### src/rtl/bm_addr_pkg.sv
package bm_addr_pkg;
  localparam int DW        = 32;
  localparam int CNT_W     = 24;
  localparam int TOT_W     = 32;
  localparam int MODE_W    = 3;
  localparam int SEL_W     = 5;
  localparam int N_SCRATCH = 16;
  localparam int N_AUX     = 6;
  localparam int N_SRC     = N_SCRATCH + N_AUX;
  localparam int SEL_LSB   = 24;
  localparam int HI8_LSB   = 24;
  localparam int HI8_W     = 8;
  localparam int DESC_STEP = 4;
  localparam int PTR_EXTRA = 4;
  localparam int PTR_BACK  = 8;

  localparam int MB_DIR64 = 0;
  localparam int MB_TI64  = 1;
  localparam int MB_TIMOD = 2;

  typedef enum logic [1:0] {
    MV_DIRECT   = 2'd0,
    MV_INDIRECT = 2'd1,
    MV_TABLE    = 2'd2
  } moveKind_e;

  typedef enum logic [2:0] {
    ST_IDLE, ST_IND, ST_TBL0, ST_TBL1, ST_XFER
  } ctlState_e;

  typedef struct packed {
    logic capture;
    logic rdInd;
    logic rdTbl0;
    logic rdTbl1;
    logic xfer;
    logic setErr;
  } dpCtl_t;
endpackage

### src/rtl/bm_addr_ctrl.sv
module bm_addr_ctrl
  import bm_addr_pkg::*;
(
  input  logic       clk,
  input  logic       rstN,
  input  logic       start,
  input  logic [1:0] moveKind,
  input  logic       memRdValid,
  input  logic       remainZero,
  input  logic       selIllegal,
  output dpCtl_t     ctl,
  output logic       memRdEn,
  output logic       busy,
  output logic       done
);
  ctlState_e stQ, stNxt;

  always_ff @(posedge clk) begin
    if (!rstN) stQ <= ST_IDLE;
    else       stQ <= stNxt;
  end

  always_comb begin
    stNxt = stQ;
    ctl   = '0;
    done  = 1'b0;
    case (stQ)
      ST_IDLE: begin
        if (start) begin
          ctl.capture = 1'b1;
          case (moveKind)
            MV_INDIRECT: stNxt = ST_IND;
            MV_TABLE:    stNxt = ST_TBL0;
            default:     stNxt = ST_XFER;
          endcase
        end
      end
      ST_IND: begin
        ctl.rdInd = 1'b1;
        if (memRdValid) stNxt = ST_XFER;
      end
      ST_TBL0: begin
        ctl.rdTbl0 = 1'b1;
        if (memRdValid) stNxt = ST_TBL1;
      end
      ST_TBL1: begin
        ctl.rdTbl1 = 1'b1;
        if (memRdValid) begin
          if (selIllegal) begin
            ctl.setErr = 1'b1;
            done       = 1'b1;
            stNxt      = ST_IDLE;
          end else begin
            stNxt = ST_XFER;
          end
        end
      end
      ST_XFER: begin
        ctl.xfer = 1'b1;
        if (remainZero) begin
          done  = 1'b1;
          stNxt = ST_IDLE;
        end
      end
      default: stNxt = ST_IDLE;
    endcase
  end

  assign memRdEn = ctl.rdInd | ctl.rdTbl0 | ctl.rdTbl1;
  assign busy    = (stQ != ST_IDLE);
endmodule

### src/rtl/bm_addr_dp.sv
module bm_addr_dp
  import bm_addr_pkg::*;
(
  input  logic                    clk,
  input  logic                    rstN,
  input  dpCtl_t                  ctl,
  input  logic [1:0]              moveKind,
  input  logic [MODE_W-1:0]       modeCtl,
  input  logic [CNT_W-1:0]        insnCount,
  input  logic [DW-1:0]           insnArg,
  input  logic [DW-1:0]           insnExtra,
  input  logic [DW-1:0]           scriptPtr,
  input  logic [DW-1:0]           descBase,
  input  logic [N_SCRATCH*DW-1:0] scratchBank,
  input  logic [DW-1:0]           mmRdSel,
  input  logic [DW-1:0]           mmWrSel,
  input  logic [DW-1:0]           fetchSel,
  input  logic [DW-1:0]           dynRegSel,
  input  logic [DW-1:0]           staticSel,
  input  logic                    memRdValid,
  input  logic [DW-1:0]           memRdData,
  input  logic [CNT_W-1:0]        availLen,
  input  logic                    chunkReady,
  output logic [DW-1:0]           memAddr,
  output logic                    chunkValid,
  output logic [2*DW-1:0]         chunkAddr,
  output logic [CNT_W-1:0]        chunkLen,
  output logic                    errIllegal,
  output logic [TOT_W-1:0]        totalCount,
  output logic [DW-1:0]           nextPtr,
  output logic [DW-1:0]           instAddr,
  output logic                    remainZero,
  output logic                    selIllegal
);
  logic [MODE_W-1:0] modeQ;
  logic [DW-1:0]     lowQ, upperQ, dynSelQ, tblQ, desc0Q, nextQ, instQ;
  logic [CNT_W-1:0]  remainQ;
  logic [TOT_W-1:0]  totalQ;
  logic              errQ;

  // upper-bit source bank: scratch slots, then the six selector registers
  logic [DW-1:0] srcBank [N_SRC];
  for (genvar i = 0; i < N_SCRATCH; i++) begin : g_scr
    assign srcBank[i] = scratchBank[i*DW +: DW];
  end
  assign srcBank[N_SCRATCH+0] = mmRdSel;
  assign srcBank[N_SCRATCH+1] = mmWrSel;
  assign srcBank[N_SCRATCH+2] = fetchSel;
  assign srcBank[N_SCRATCH+3] = dynRegSel;
  assign srcBank[N_SCRATCH+4] = staticSel;
  assign srcBank[N_SCRATCH+5] = dynSelQ;

  logic             wide40, wideTi;
  logic [SEL_W-1:0] selIdx;
  logic [DW-1:0]    selVal;
  assign wide40 = modeQ[MB_TIMOD] & modeQ[MB_TI64];
  assign wideTi = modeQ[MB_TI64];
  assign selIdx = desc0Q[SEL_LSB +: SEL_W];
  assign selIllegal = wideTi && !wide40 && (selIdx > SEL_W'(N_SRC-1));

  always_comb begin
    selVal = '0;
    for (int i = 0; i < N_SRC; i++)
      if (selIdx == SEL_W'(i)) selVal = srcBank[i];
  end

  logic [DW-1:0] upperNew;
  always_comb begin
    if (wide40)                   upperNew = DW'(desc0Q[HI8_LSB +: HI8_W]);
    else if (wideTi && !selIllegal) upperNew = selVal;
    else                          upperNew = '0;
  end

  logic dir64;
  assign dir64 = modeCtl[MB_DIR64] && (moveKind != MV_INDIRECT) && (moveKind != MV_TABLE);

  logic fire;
  assign chunkValid = ctl.xfer && (remainQ != '0) && (availLen != '0);
  assign chunkLen   = (remainQ < availLen) ? remainQ : availLen;
  assign fire       = chunkValid && chunkReady;

  always_ff @(posedge clk) begin
    if (!rstN) begin
      modeQ <= '0; lowQ <= '0; upperQ <= '0; dynSelQ <= '0; tblQ <= '0;
      desc0Q <= '0; nextQ <= '0; instQ <= '0; remainQ <= '0; totalQ <= '0;
      errQ <= 1'b0;
    end else begin
      if (ctl.capture) begin
        modeQ   <= modeCtl;
        remainQ <= insnCount;
        lowQ    <= insnArg;
        upperQ  <= '0;
        errQ    <= 1'b0;
        tblQ    <= descBase + {{(DW-CNT_W){insnArg[CNT_W-1]}}, insnArg[CNT_W-1:0]};
        instQ   <= scriptPtr - DW'(PTR_BACK);
        nextQ   <= dir64 ? scriptPtr + DW'(PTR_EXTRA) : scriptPtr;
        if (dir64) dynSelQ <= insnExtra;
      end
      if (ctl.rdInd && memRdValid) lowQ <= memRdData;
      if (ctl.rdTbl0 && memRdValid) begin
        desc0Q  <= memRdData;
        remainQ <= memRdData[CNT_W-1:0];
      end
      if (ctl.rdTbl1 && memRdValid) begin
        lowQ   <= memRdData;
        upperQ <= upperNew;
      end
      if (ctl.setErr) errQ <= 1'b1;
      if (fire) begin
        lowQ    <= lowQ + DW'(chunkLen);
        remainQ <= remainQ - chunkLen;
        totalQ  <= totalQ + TOT_W'(chunkLen);
      end
    end
  end

  logic [DW-1:0] upperOut;
  always_comb begin
    if (wide40 || wideTi)    upperOut = upperQ;
    else if (dynSelQ != '0)  upperOut = dynSelQ;
    else if (staticSel != '0) upperOut = staticSel;
    else                     upperOut = '0;
  end

  assign memAddr    = ctl.rdInd ? lowQ : (ctl.rdTbl1 ? tblQ + DW'(DESC_STEP) : tblQ);
  assign chunkAddr  = {upperOut, lowQ};
  assign remainZero = (remainQ == '0);
  assign errIllegal = errQ;
  assign totalCount = totalQ;
  assign nextPtr    = nextQ;
  assign instAddr   = instQ;
endmodule

### src/rtl/bm_addr_composer.sv
module bm_addr_composer
  import bm_addr_pkg::*;
(
  input  logic                    clk,
  input  logic                    rstN,
  input  logic                    start,
  input  logic [1:0]              moveKind,
  input  logic [MODE_W-1:0]       modeCtl,
  input  logic [CNT_W-1:0]        insnCount,
  input  logic [DW-1:0]           insnArg,
  input  logic [DW-1:0]           insnExtra,
  input  logic [DW-1:0]           scriptPtr,
  input  logic [DW-1:0]           descBase,
  input  logic [N_SCRATCH*DW-1:0] scratchBank,
  input  logic [DW-1:0]           mmRdSel,
  input  logic [DW-1:0]           mmWrSel,
  input  logic [DW-1:0]           fetchSel,
  input  logic [DW-1:0]           dynRegSel,
  input  logic [DW-1:0]           staticSel,
  output logic                    memRdEn,
  output logic [DW-1:0]           memAddr,
  input  logic                    memRdValid,
  input  logic [DW-1:0]           memRdData,
  input  logic [CNT_W-1:0]        availLen,
  output logic                    chunkValid,
  input  logic                    chunkReady,
  output logic [2*DW-1:0]         chunkAddr,
  output logic [CNT_W-1:0]        chunkLen,
  output logic                    busy,
  output logic                    done,
  output logic                    errIllegal,
  output logic [TOT_W-1:0]        totalCount,
  output logic [DW-1:0]           nextPtr,
  output logic [DW-1:0]           instAddr
);
  dpCtl_t ctl;
  logic   remainZero, selIllegal;

  bm_addr_ctrl u_ctrl (
    .clk(clk), .rstN(rstN), .start(start), .moveKind(moveKind),
    .memRdValid(memRdValid), .remainZero(remainZero), .selIllegal(selIllegal),
    .ctl(ctl), .memRdEn(memRdEn), .busy(busy), .done(done)
  );

  bm_addr_dp u_dp (
    .clk(clk), .rstN(rstN), .ctl(ctl), .moveKind(moveKind), .modeCtl(modeCtl),
    .insnCount(insnCount), .insnArg(insnArg), .insnExtra(insnExtra),
    .scriptPtr(scriptPtr), .descBase(descBase), .scratchBank(scratchBank),
    .mmRdSel(mmRdSel), .mmWrSel(mmWrSel), .fetchSel(fetchSel),
    .dynRegSel(dynRegSel), .staticSel(staticSel), .memRdValid(memRdValid),
    .memRdData(memRdData), .availLen(availLen), .chunkReady(chunkReady),
    .memAddr(memAddr), .chunkValid(chunkValid), .chunkAddr(chunkAddr),
    .chunkLen(chunkLen), .errIllegal(errIllegal), .totalCount(totalCount),
    .nextPtr(nextPtr), .instAddr(instAddr), .remainZero(remainZero),
    .selIllegal(selIllegal)
  );
endmodule

### config.mk
export PLATFORM = sky130hd
export DESIGN_NAME = bm_addr_composer
export DESIGN_NICKNAME = d
export VERILOG_FILES = /design/src/rtl/bm_addr_pkg.sv /design/src/rtl/bm_addr_ctrl.sv /design/src/rtl/bm_addr_dp.sv /design/src/rtl/bm_addr_composer.sv
export SDC_FILE = /design/constraint.sdc
export NUM_CORES = 1
export LEC_CHECK = 0
export ABC_AREA = 1
export BUFFER_PORTS_ARGS = -buffer_cell sky130_fd_sc_hd__buf_2
export CAP_MARGIN = 25
export CORE_AREA = 2 2 429 431
export CTS_CLUSTER_DIAMETER = 100
export DETAILED_ROUTE_END_ITERATION = 7
export DIE_AREA = 0 0 431 433
export HOLD_SLACK_MARGIN = 0.1
export PLACE_DENSITY = 0.34
export RECOVER_POWER = 25
export SETUP_SLACK_MARGIN = 0.4
export SLEW_MARGIN = 10
export SYNTH_ARGS = -nofsm -noshare
export SYNTH_HDL_FRONTEND = slang
export SYNTH_SLANG_ARGS = --single-unit
### constraint.sdc
create_clock -name clk -period 5.5 [get_ports clk]
set_input_delay 1.375 -clock clk [delete_from_list [all_inputs] [get_ports clk]]
set_output_delay 1.375 -clock clk [all_outputs]
set_load 0.01 [all_outputs]
======== After elaboration in Yosys (flattened, before gate mapping) ========
Index checks and enable logic that the tools add are counted.
word-level totals
  register bits after elaboration ......... 287
  bits in latches ......................... 0
  memory bits (writable) .................. 0
  memory bits (read-only) ................. 0
  output and inout port bits .............. 221
  logic and storage cells ................. 147
  memories kept ........................... 0
operators by class
  add/subtract/negate cells ............... 7
  $mul .................................... 0
  div/mod/pow operators ................... 0
  $lt $le $gt $ge ......................... 2
  equal/unequal tests ..................... 34
  shift operators ......................... 0
  muxes and demuxes ....................... 61
  bitwise gates (word level) .............. 3
  reductions and logical operators ........ 28
operator list
  cell                   count
  $mux 32                36
  $mux 24                4
  $add 32x24->32         2
  $add 32x3->32 const B  2
  $reduce_bool 32->1     2
  $reduce_bool 24->1     2
  $eq 5x4->1 const B     8
  $add 32x32->32         1
  $sub 32x4->32 const B  1
  $eq 5x5->1 const B     6
  $logic_not 24->1       1
  $lt 24x24->1           1
  $sub 24x24->24         1
  $eq 5x3->1 const B     4
  $mux 3                 6
  $pmux 3 s5             1
  $mux 1                 12
  $ne 2x2->1 const B     6
  $logic_and 1x1->1      11
  $eq 5x2->1 const B     2
  $eq 3x2->1 const B     2
  $pmux 3 s2             1
  $reduce_bool 3->1      2
  $eq 5x1->1 const B     1
  17 further kinds       20

======== Longest topological paths before layout ========
Gate-level depths: netlist of run 1.
  depth in word-level cells ............... 26
  mapped depth ............................ 32

======== Modules after synthesis ========
A second synthesis of run 1 with hierarchy kept.
second synthesis, totals
  cells, all modules ...................... 4292
  area total of the unflattened synthesis .. 24992.7 µm²
modules (own cells, without submodules)
  module        times used  cells an instance  area each (µm²)  sequential area each (µm²)
  bm_addr_dp    1           4239               24667.4          5144.9
  bm_addr_ctrl  1           53                 325.3            60.1

======== Least setup slack after synthesis of run 1 ========
OpenSTA, ideal clock, no wires.
  path kind ............................... in2reg
  from .................................... input port availLen[19]
  to ...................................... register u_dp.lowQ[26]
  library setup time ...................... 0.070 ns
  data arrival time ....................... 5.486 ns
  setup slack ............................. -0.056 ns
  stages on the path ...................... 27
  buffers on the path ..................... 2
  path through ............................ inv_1 > ha_1 > a21oi_1 > o21ai_0 > a21oi_1 > o211ai_1 > a21oi_1 > nand2_1 > clkbuf_1 > clkbuf_1 > o21ai_0 > ha_1 > inv_1 > fa_1 > o21ai_1 > a21oi_1 > o21ai_1 > a21boi_1 > o21ai_1 > a21oi_1 > nor2_1 > nand2_1 > o211ai_1 > nand2_1 > o21ai_0 > nand2_1 > a21oi_1
between the ends
  cells in the longest elaborated chain, start to end .. 4
  elaborated cells on any way between the ends .. 8
RTL lines
  what                  line                    RTL
  start, declared       bm_addr_composer.sv:24  input logic [CNT_W-1:0] availLen,
  $lt 24x24->1          bm_addr_dp.sv:79        assign chunkLen = (remainQ < availLen) ? remainQ : availLen;
  $mux 24               bm_addr_dp.sv:79
  via chunkLen[0]       bm_addr_composer.sv:28  output logic [CNT_W-1:0] chunkLen,
  $add 32x24->32        bm_addr_dp.sv:110       lowQ <= lowQ + DW'(chunkLen);
  $mux 32               bm_addr_dp.sv:109       if (fire) begin
  end signal, assigned  bm_addr_dp.sv:91        lowQ <= insnArg;
  end signal, assigned  bm_addr_dp.sv:105       lowQ <= memRdData;
  end signal, assigned  bm_addr_dp.sv:110
  end, declared         bm_addr_dp.sv:36        logic [DW-1:0] lowQ, upperQ, dynSelQ, tblQ, desc0Q, nextQ, instQ;
The timed path passes the listed nets, and every way through them passes these cells.
A chain may end at the register's enable or synchronous reset.

======== Final worst setup path of run 1 ========
  from .................................... input port availLen[1]
  to ...................................... output port chunkLen[21]
between the ends
  cells in the longest elaborated chain, start to end .. 2
RTL lines
  what           line
  $lt 24x24->1   bm_addr_dp.sv:79
  $mux 24        bm_addr_dp.sv:79
  end, declared  bm_addr_composer.sv:28
Every way passes these cells.

==> metrics.cfg, run 1 <==
[status]
status = finished with violations
violations = max-capacitance violations, max-slew violations

[pwr]
power_mw = 16.45
power_leakage_nw = 17.27
p_per_area_nw_per_um2 = 461.6
ir_drop_mv = 0.2011

[floorplanning]
start_util_pct = 13.70
design.die.area_um2 = 186600
pin_count = 1111
rows = 157
die_w_um = 431
core_area_um2 = 182100
dieHeight_um = 433

[synthesis]
yosysWarnings = 0
synthFlopType = dfxtp_1
synth_edf_count = 0
syn_nets = 5291
netlist_instances = 4265
ys_types = 58
avgSynthCellArea_um2 = 5.850
synthArstFlopShare_pct = 0
synth_area_um2 = 24950
ys_ff_latch = 260
ys_seq_area_share_pct = 20.86

[global_route]
grt_util_all_layers_pct = 21.61
grt_pass1_wl_um = 279300
grt_max_degree = 98
antenna_found_initial = 111
overflow = 0
grt_pass1_vias = 33283

[clock_network]
numCtsBuffers = 36
worst_skew_pair.late_latency_ns = 0.59
cts_tree = done
clockBufferDepth = 3
holdBufCountCts = 0
clkTransAtPathRegs_ns = 0.06
cts.sinks = 260
cts-htree-levels = 2
ctsRootBufferMaster = clkbuf_16

[setup_path]
critPathRequiredTime_ns = 4.12
start_kind = primary input
crit_top_cell = buf_4
crit_buf_inv = 7
slowest_stage = ha_1
end_kind = primary output
cp_cell_sequence = buf_2 -> inv_1 -> ha_1 -> a21boi_1 -> o211ai_1 -> a21oi_2 -> o2111ai_2 -> nand2_4 -> buf_4 -> nand2_1 -> o21ai_0 -> buf_4 -> inv_1 -> buf_4 -> buf_2
cp_slowest_stage_delay_ns = 0.28
cp.arrival_ns = 3.64
critPathKind = primary input to primary output
path_delay_family = buffers and inverters
cp_max_fo = 10

[routing]
dr.pass1.iters = 5
wl_um = 212700
route.detailed.drc = 0
vias_per_cell = 4.288
ant_nets = 0
drt-wirelength-per-cell_um = 27.10
vias = 33653
drtIter0Drc = 1939

[layout]
design_area_um2 = 35640
area_delta_synth_final_pct = 42.86
nets = 6425
drive_above_1_share_pct = 26.25
utilization_pct = 19.57

[sta]
period_minus_slack_ns = 5.010
min_period_over_period_pct = 91.10
slew_violations = 141
hold_viol_final = 0
setup_viol = 0
worst-slew-pin-transition_ns = 2.408
max_slew_margin_pct = -60.55
fin_skew_ns = 0.02137
fmax_mhz = 199.6
setup-tns-final_ns = 0
rsz0062_at_grt = true

[placed_design]
placed_area_um2 = 34260
io_buffers = 1110
dp.final_hpwl_um = 183200
gp_congestion = 0.9214

[job]
max_cap_violations = 2

[min_path]
min_path_type = flop to flop

[Yosys cell counts, drive strengths merged (2+ instances only)]
| cell type | count | area, um2 |
|---|---|---|
| a21boi | 9 | 71.31 |
| clkinv | 3 | 11.26 |
| nand2 | 1119 | 4208 |
| fa | 4 | 80.08 |
| o21bai | 41 | 307.8 |
| or2 | 65 | 406.7 |
| clkbuf | 159 | 596.8 |
| a21oi | 371 | 1861 |
| o21a | 9 | 67.56 |
| nand3b | 14 | 105.1 |
| a21o | 9 | 67.56 |
| o221ai | 7 | 61.31 |
| o211ai | 45 | 337.8 |
| a211oi | 9 | 67.56 |
| dfxtp | 260 | 5205 |
| buf | 48 | 220.2 |
| inv | 546 | 2049 |
| nor3 | 44 | 272.8 |
| xor2 | 86 | 753.2 |
| ha | 132 | 1652 |
| a311oi | 2 | 17.52 |
| nor2 | 397 | 1540 |
| o21ai | 427 | 2145 |
| xnor2 | 44 | 385.4 |
| nand3 | 181 | 925.9 |
| nand4 | 145 | 928.4 |
| o31ai | 2 | 15.01 |
| nor4 | 28 | 181.4 |
| a221oi | 4 | 35.03 |
| a31oi | 44 | 275.3 |
| o22ai | 3 | 18.77 |
[per-layer routing]
layer / GRT usage (%) / part of all wire, % / vias up
met3: 2.597 / 4.2 / 362
met2: 42.62 / 55 / 1047
met4: 10.05 / 5.0 / 28
li1: - / - / 16371
met1: 22.43 / 36 / 15845
met5: 0 / 0.075 / -
[placed cells by master (no fill, tap or decap), types with 33 or more instances in the layout]
cell type  synthesis  routed
clkbuf_1         159     118
ha_1             132     129
o21ai_0          317     298
clkbuf_16          0      38
xnor2_1           44      44
a31oi_1           44      43
nor3_1            36      33
o211ai_1          45      45
nor2_1           385     368
nand4_1          143     143
dfxtp_1          260     259
o21bai_1          41      41
inv_2             25      36
or2_2             43      43
o21ai_1          108     116
diode_2            0      42
buf_4              2     183
nand3_1          177     173
buf_2             26    1001
inv_1            521     508
a21oi_1          370     362
nand2_1         1118    1113
xor2_1            86      86
[flip-flops by register name, indices dropped and copies added, names as in the netlist]
register         count
u_dp.nextPtr        30
u_dp.errIllegal      1
u_dp.dynSelQ        32
u_dp.lowQ           32
u_dp.modeQ           2
u_dp.instAddr       32
u_dp.tblQ           32
u_dp.desc0Q          8
u_ctrl.stQ           3
u_dp.totalCount     32
u_dp.upperQ         32
u_dp.remainQ        24
[where the power goes]
group / leakage (nW) / internal, mW / total [mW] / switching, mW
registers: 2.13 / 2.38 / 3.06 / 0.686
logic: 14.6 / 3.81 / 10.9 / 7.10
clock network: 0.563 / 1.45 / 2.49 / 1.03
[cells by family after synthesis]
group | Yosys count | share of synthesized area, %
flip-flops | 260 | 20.86
buffers and inverters | 756 | 11.53
XOR/XNOR | 130 | 4.564
AND/OR/NAND/NOR | 1998 | 34.55
adder cells (fa/ha/maj) | 136 | 6.941
AO/OA/AOI/OAI | 985 | 21.55
[path summary, 6_finish.rpt]
kind	start	end	slack [ns]	cells past startpoint
setup / recovery	availLen[1]	chunkLen[21]	0.49	15
hold / removal	u_dp.upperQ[14]	u_dp.upperQ[14]	0.47	2
setup reg to reg	u_dp.desc0Q[26]	u_dp.upperQ[4]	0.74	19
hold reg to reg	u_dp.upperQ[14]	u_dp.upperQ[14]	0.47	2
[per-stage QoR]
stage / worst slack [ns] / instances / hold WS [ns]
2_1_floorplan: 0.3877 / 4265 / 0.4245
3_3_place_gp: -0.1622 / 7736 / 0.4540
3_5_place_dp: -0.1460 / 7737 / 0.4564
4_1_cts: 0.3319 / 7798 / 0.4664
5_1_grt: 0.2497 / 7833 / 0.4829
6_report: 0.4897 / 7848 / 0.4653
[tightest hold or removal path, stage by stage, from the launching register on]
cell	delay (ns)
dfxtp_1	0.31
nand2_1	0.06
a21oi_1	0.05
[what timing repair did]
action,in CTS,in global routing
pin swaps,0,13
resized for setup,6,67
cloned,0,1
buffers inserted,1,7
setup endpoints to repair,6,58
[final cells by class]
class,count,area (um2)
Inverter,549,2062
Fill cell,21470,146500
Clock buffer,54,1050
Multi-Input combinational cell,3249,17150
Clock inverter,6,111.4
Sequential cell,260,5206
Antenna cell,42,105.1
Tap cell,2385,2984
Timing Repair Buffer,1303,6974
Power figures use the tool's default switching activity.
==> run 2: changes to the inputs <==
PLACE_DENSITY = 0.33   (was 0.34)
SKIP_CTS_REPAIR_TIMING = 1   (was not set)
clock period = 5.8 ns   (was 5.5 ns; I/O delays follow)
==> metrics.cfg, run 2 (synthesized netlist as in run 1, its figures left out) <==
[pwr]
power_leakage_nw = 17.42  ; was 17.27 nW
ir_drop_mv = 0.2000  ; was 0.2011 mV
p_per_area_nw_per_um2 = 441.8  ; was 461.6 nW/um2

[clock_network]
ctsRootBufferMaster = clkbuf_16  ; unchanged
clockBufferDepth = 3  ; unchanged
cts_tree = done  ; unchanged
clkTransAtPathRegs_ns = 0.06  ; about the same
cts.sinks = 260  ; unchanged
numCtsBuffers = 37  ; was 36
worst_skew_pair.late_latency_ns = 0.60  ; was 0.59 ns
cts-htree-levels = 2  ; unchanged

[placed_design]
place_ws_ns = -0.002446  ; was -0.1460 ns
gp_congestion = 0.9301  ; was 0.9214
placed_cells = 7763  ; was 7737
placed_area_um2 = 34350  ; was 34260 um2
dp.final_hpwl_um = 183400  ; was 183200 um
io_buffers = 1110  ; unchanged

[setup_path]
end_kind = primary output  ; unchanged
cp.arrival_ns = 3.89  ; was 3.64 ns
r2r-start = u_dp.desc0Q[26]  ; unchanged
start_kind = primary input  ; unchanged
critPathRequiredTime_ns = 4.35  ; was 4.12 ns
cp_max_fo = 25  ; was 10
r2r_cells = 20  ; was 19
setup.worst_path.start = availLen[1]  ; unchanged
endpoint = chunkLen[21]  ; unchanged
critPathKind = primary input to primary output  ; unchanged
r2r_slack_ns = 1.08  ; was 0.74 ns
r2r_end = u_dp.upperQ[4]  ; unchanged

[sta]
hold_viol_final = 0  ; unchanged
fin_skew_ns = 0.04102  ; was 0.02137 ns
fmax_mhz = 187.3
rsz0062_at_grt = true  ; unchanged
worst-slew-pin-transition_ns = 3.814  ; was 2.408 ns
period_minus_slack_ns = 5.340
min_period_over_period_pct = 92.07
worst_slack_ns = 0.4599  ; was 0.4897 ns
hold_ws_ns = 0.4485  ; was 0.4653 ns
setup_viol = 0  ; unchanged
max_slew_margin_pct = -154.3  ; was -60.55%
slew_violations = 65  ; was 141

[global_route]
grt_pass1_vias = 33250  ; was 33283
grt_pass1_wl_um = 281300  ; was 279300 um
antenna_found_initial = 106  ; was 111
grt_util_all_layers_pct = 21.75  ; was 21.61%
overflow = 0  ; unchanged
grt_max_degree = 94  ; was 98

[floorplanning]
start_util_pct = 13.70  ; unchanged
core_area_um2 = 182100  ; unchanged
design.die.area_um2 = 186600  ; unchanged
pin_count = 1111  ; unchanged
dieHeight_um = 433  ; unchanged
die_w_um = 431  ; unchanged
rows = 157  ; unchanged

[layout]
area_delta_synth_final_pct = 42.89  ; was 42.86%
layout_commonest_cell = nand2_1  ; unchanged
drive_above_1_share_pct = 26.05  ; was 26.25%
multi_input_area_um2 = 17010  ; was 17150 um2
nets = 6445  ; was 6425
utilization_pct = 19.58  ; was 19.57%
seqCellArea_um2 = 5206  ; unchanged
design_area_um2 = 35650  ; was 35640 um2
finalNonFillerCells = 7854  ; was 7848
layout_common_cells = 1116 x nand2_1, 1005 x buf_2, 518 x inv_1  ; was 1113 x nand2_1, 1001 x buf_2, 508 x inv_1
n_fill_cell = 21512  ; was 21470

[status]
violations = max-capacitance violations, max-slew violations  ; unchanged
status = finished with violations  ; unchanged

[routing]
vias_per_cell = 4.286  ; was 4.288
drtIter0Drc = 1813  ; was 1939
wl_um = 213600  ; was 212700 um
ant_nets = 0  ; unchanged
drt-wirelength-per-cell_um = 27.20  ; was 27.10 um
vias = 33663  ; was 33653
dr.pass1.iters = 5  ; unchanged
route.detailed.drc = 0  ; unchanged

[min_path]
min_path_type = flop to flop  ; unchanged
worstHoldStart = u_dp.tblQ[0]  ; was u_dp.upperQ[14]

[job]
max_cap_violations = 1  ; was 2

-- run 2: where the power goes --
part | total (mW) | switching, mW | internal (mW)
clock | 2.50 | 1.04 | 1.47
sequential | 2.92 | 0.668 | 2.25
combinational | 10.3 | 6.71 | 3.61
-- run 2: how the worst min path moves through the flow --
| stage | slack [ns] | endpoint | cells after the start |
|---|---|---|---|
| floorplan | 0.42 | u_dp.tblQ[0] | 2 |
| global placement | 0.43 | u_dp.tblQ[0] | 2 |
| detailed placement | 0.44 | u_dp.tblQ[0] | 2 |
| CTS | 0.45 | u_dp.tblQ[0] | 2 |
| global route | 0.48 | u_dp.tblQ[0] | 2 |
| finish | 0.45 | u_dp.tblQ[0] | 2 |
-- run 2: critical path: stages --
cell	delay, ns
buf_2	0.09
inv_1	0.05
ha_1	0.28
a21boi_0	0.12
o211ai_1	0.21
a21oi_1	0.15
o2111ai_1	0.24
nand2_1	0.16
buf_6	0.21
o21ai_1	0.31
inv_1	0.24
buf_4	0.23
buf_2	0.15
-- run 2: through the flow --
stage                     total power [mW]   TNS [ns]
final                                15.75          0
after global routing                 16.92          0
after CTS                            15.99          0
after detailed placement             13.36  -0.002446
after global placement               13.40          0
after floorplan                      7.801          0
-- run 2: per-layer routing --
metal	share of wire [%]	GRT usage [%]	wire length, um	vias up
met5	0.064	0	137	-
met4	5.9	10.80	12500	22
met3	4.0	2.787	8580	369
met2	54	42.76	115200	1074
met1	36	22.33	77220	15797
li1	-	-	-	16401
-- run 2: final cells by class --
type / instances / share of cell area [%]
clock inverter: 16 / 0.5967
timing repair buffer: 1322 / 19.78
antenna: 25 / 0.1755
multi-input combinational: 3249 / 47.72
clock buffer: 48 / 2.966
inverter: 549 / 5.784
tap: 2385 / 8.371
sequential: 260 / 14.60
==> run 3: changes to the inputs <==
BUFFER_PORTS_ARGS = -buffer_cell sky130_fd_sc_hd__buf_4   (was -buffer_cell sky130_fd_sc_hd__buf_2)
PLACE_DENSITY = not set   (was 0.33)
PLACE_DENSITY_LB_ADDON = 0.08   (was not set)
clock period = 6.3 ns   (was 5.8 ns; I/O delays follow)
==> metrics.cfg, run 3 (synthesized netlist as in run 1, its figures left out) <==
[setup_path]
cp.arrival_ns = 4.20  ; was 3.89 ns
cp_slowest_stage_delay_ns = 0.33  ; was 0.31 ns
cp_cell_sequence = buf_4 -> inv_1 -> ha_1 -> nand2_1 -> inv_1 -> nand2_1 -> nor3_1 -> o2111ai_1 -> nand2_2 -> buf_6 -> nand2_1 -> o21ai_1 -> inv_1 -> buf_4 -> buf_4  ; was buf_2 -> inv_1 -> ha_1 -> a21boi_0 -> o211ai_1 -> a21oi_1 -> o2111ai_1 -> nand2_1 -> buf_6 -> o21ai_1 -> inv_1 -> buf_4 -> buf_2
end_kind = primary output  ; unchanged
start_kind = primary input  ; unchanged
r2r_slack_ns = 1.03  ; was 1.08 ns
critPathRequiredTime_ns = 4.72  ; was 4.35 ns
path_delay_family = buffers and inverters  ; was compound AO/OA/AOI/OAI gates
r2r-start = u_ctrl.stQ[2]  ; was u_dp.desc0Q[26]
cp_max_fo = 30  ; was 25
critPathKind = primary input to primary output  ; unchanged
slowest_stage = nor3_1  ; was o21ai_1
cp_num_cells = 15  ; was 13
crit_buf_inv = 7  ; was 6
r2r_end = u_dp.instAddr[25]  ; was u_dp.upperQ[4]
r2r_cells = 10  ; was 20

[layout]
area_delta_synth_final_pct = 48.73  ; was 42.89%
layout_commonest_cell = nand2_1  ; unchanged
layout_common_cells = 1116 x nand2_1, 1070 x buf_4, 519 x inv_1  ; was 1116 x nand2_1, 1005 x buf_2, 518 x inv_1
finalNonFillerCells = 7719  ; was 7854
drive_above_1_share_pct = 23.74  ; was 26.05%
nets = 6303  ; was 6445
design_area_um2 = 37110  ; was 35650 um2

[placed_design]
placed_area_um2 = 36110  ; was 34350 um2
placed_cells = 7621  ; was 7763
place_ws_ns = 0.01450  ; was -0.002446 ns
gp_congestion = 0.8995  ; was 0.9301
dp.final_hpwl_um = 179700  ; was 183400 um
io_buffers = 1110  ; unchanged

[routing]
wl_met1_um = 76430  ; was 77220 um
vias = 32452  ; was 33663
route.met2.wl_um = 118500  ; was 115200 um
route.detailed.drc = 0  ; unchanged
drtIter0Drc = 1667  ; was 1813
wl_met3_um = 8126  ; was 8580 um
wl_um = 210500  ; was 213600 um
ant_nets = 0  ; unchanged
vias_per_cell = 4.204  ; was 4.286
drt-wirelength-per-cell_um = 27.26  ; was 27.20 um
dr.pass1.iters = 5  ; unchanged
highest_layer = met5  ; unchanged

[floorplanning]
dieHeight_um = 433  ; unchanged
core_area_um2 = 182100  ; unchanged
rows = 157  ; unchanged
pin_count = 1111  ; unchanged
start_util_pct = 13.70  ; unchanged
design.die.area_um2 = 186600  ; unchanged
die_w_um = 431  ; unchanged

[clock_network]
ctsRootBufferMaster = clkbuf_16  ; unchanged
cts.sinks = 260  ; unchanged
clockBufferDepth = 3  ; unchanged
clkTransAtPathRegs_ns = 0.05  ; was 0.06 ns
worst_skew_pair.late_latency_ns = 0.61  ; was 0.60 ns
numCtsBuffers = 39  ; was 37
cts-htree-levels = 2  ; unchanged
cts_tree = done  ; unchanged

[sta]
min_period_over_period_pct = 91.67
fin_skew_ns = 0.02551  ; was 0.04102 ns
fmax_mhz = 173.2
slew_violations = 148  ; was 65
period_minus_slack_ns = 5.775
rsz0062_at_grt = false  ; was true
worst-slew-pin-transition_ns = 2.873  ; was 3.814 ns
hold_viol_final = 0  ; unchanged
setup_viol = 0  ; unchanged
hold_ws_ns = 0.4499  ; was 0.4485 ns
max_slew_margin_pct = -91.51  ; was -154.3%
setup-tns-final_ns = 0  ; unchanged
worst_slack_ns = 0.5249  ; was 0.4599 ns

[pwr]
power_leakage_nw = 17.51  ; was 17.42 nW
ir_drop_mv = 0.1763  ; was 0.2000 mV
p_per_area_nw_per_um2 = 373.8  ; was 441.8 nW/um2

[min_path]
holdPathEnd = u_dp.tblQ[0]  ; unchanged
whs_path_depth = 2  ; unchanged
min_path_type = flop to flop  ; unchanged
worstHoldStart = u_dp.tblQ[0]  ; unchanged

[status]
status = finished with violations  ; unchanged
violations = max-capacitance violations, max-slew violations  ; unchanged

[global_route]
grt_max_degree = 85  ; was 94
antenna_found_initial = 81  ; was 106
grt_pass1_vias = 32363  ; was 33250
grt_util_all_layers_pct = 21.48  ; was 21.75%
grt_pass1_wl_um = 276600  ; was 281300 um
overflow = 0  ; unchanged

[job]
max_cap_violations = 4  ; was 1

[run 3: cell count changes in the layout (fill, tap and decap cells not counted), sizes merged]
cell,previous run,this run
clkbuf,153,160
diode,25,31
clkinv,13,9
inv,547,545
clkinvlp,1,2
buf,1217,1074
[run 3: final cells by class]
class,instances,area [um2]
clock inverters,11,181.4
well taps,2385,2984
clock buffers,56,1131
diodes,31,77.57
inverters,549,2063
multi-input cells,3249,16970
repair buffers,1178,8489
flip-flops and latches,260,5206
fillers,21364,145000
[run 3: worst max path at each step]
| stage | start | slack (ns) | end |
|---|---|---|---|
| 2_1_floorplan | availLen[19] | 0.54 | u_dp.lowQ[26] |
| 3_3_place_gp | availLen[17] | 0.05 | u_dp.totalCount[28] |
| 3_5_place_dp | availLen[11] | 0.01 | u_dp.totalCount[28] |
| 4_1_cts | availLen[11] | 0.16 | chunkLen[21] |
| 5_1_grt | start | 0.29 | u_dp.instAddr[27] |
| 6_report | availLen[23] | 0.52 | chunkLen[21] |
[run 3: report_power, final]
part | leakage (nW) | internal, mW | switching [mW] | total (mW)
combinational | 14.7 | 3.00 | 5.80 | 8.79
sequential | 2.13 | 2.08 | 0.620 | 2.70
clock | 0.643 | 1.41 | 0.968 | 2.38
[run 3: tightest hold or removal path: stages (launching register included)]
cell and delay [ns]:
dfxtp_1 0.29, inv_1 0.06, a21oi_1 0.05
[run 3: layer usage]
metal	track usage, %	vias to the layer above
met5	0	-
met4	7.840	8
met3	3.000	234
met2	43.35	842
met1	22.04	15255
li1	-	16113
[run 3: stage by stage]
step                      power [mW]  utilization [%]
after floorplan                7.177                -
after global placement         11.90            19.81
after detailed placement       11.82            19.83
after CTS                      14.33            20.55
after global routing           14.97            20.37
final                          13.87            20.38
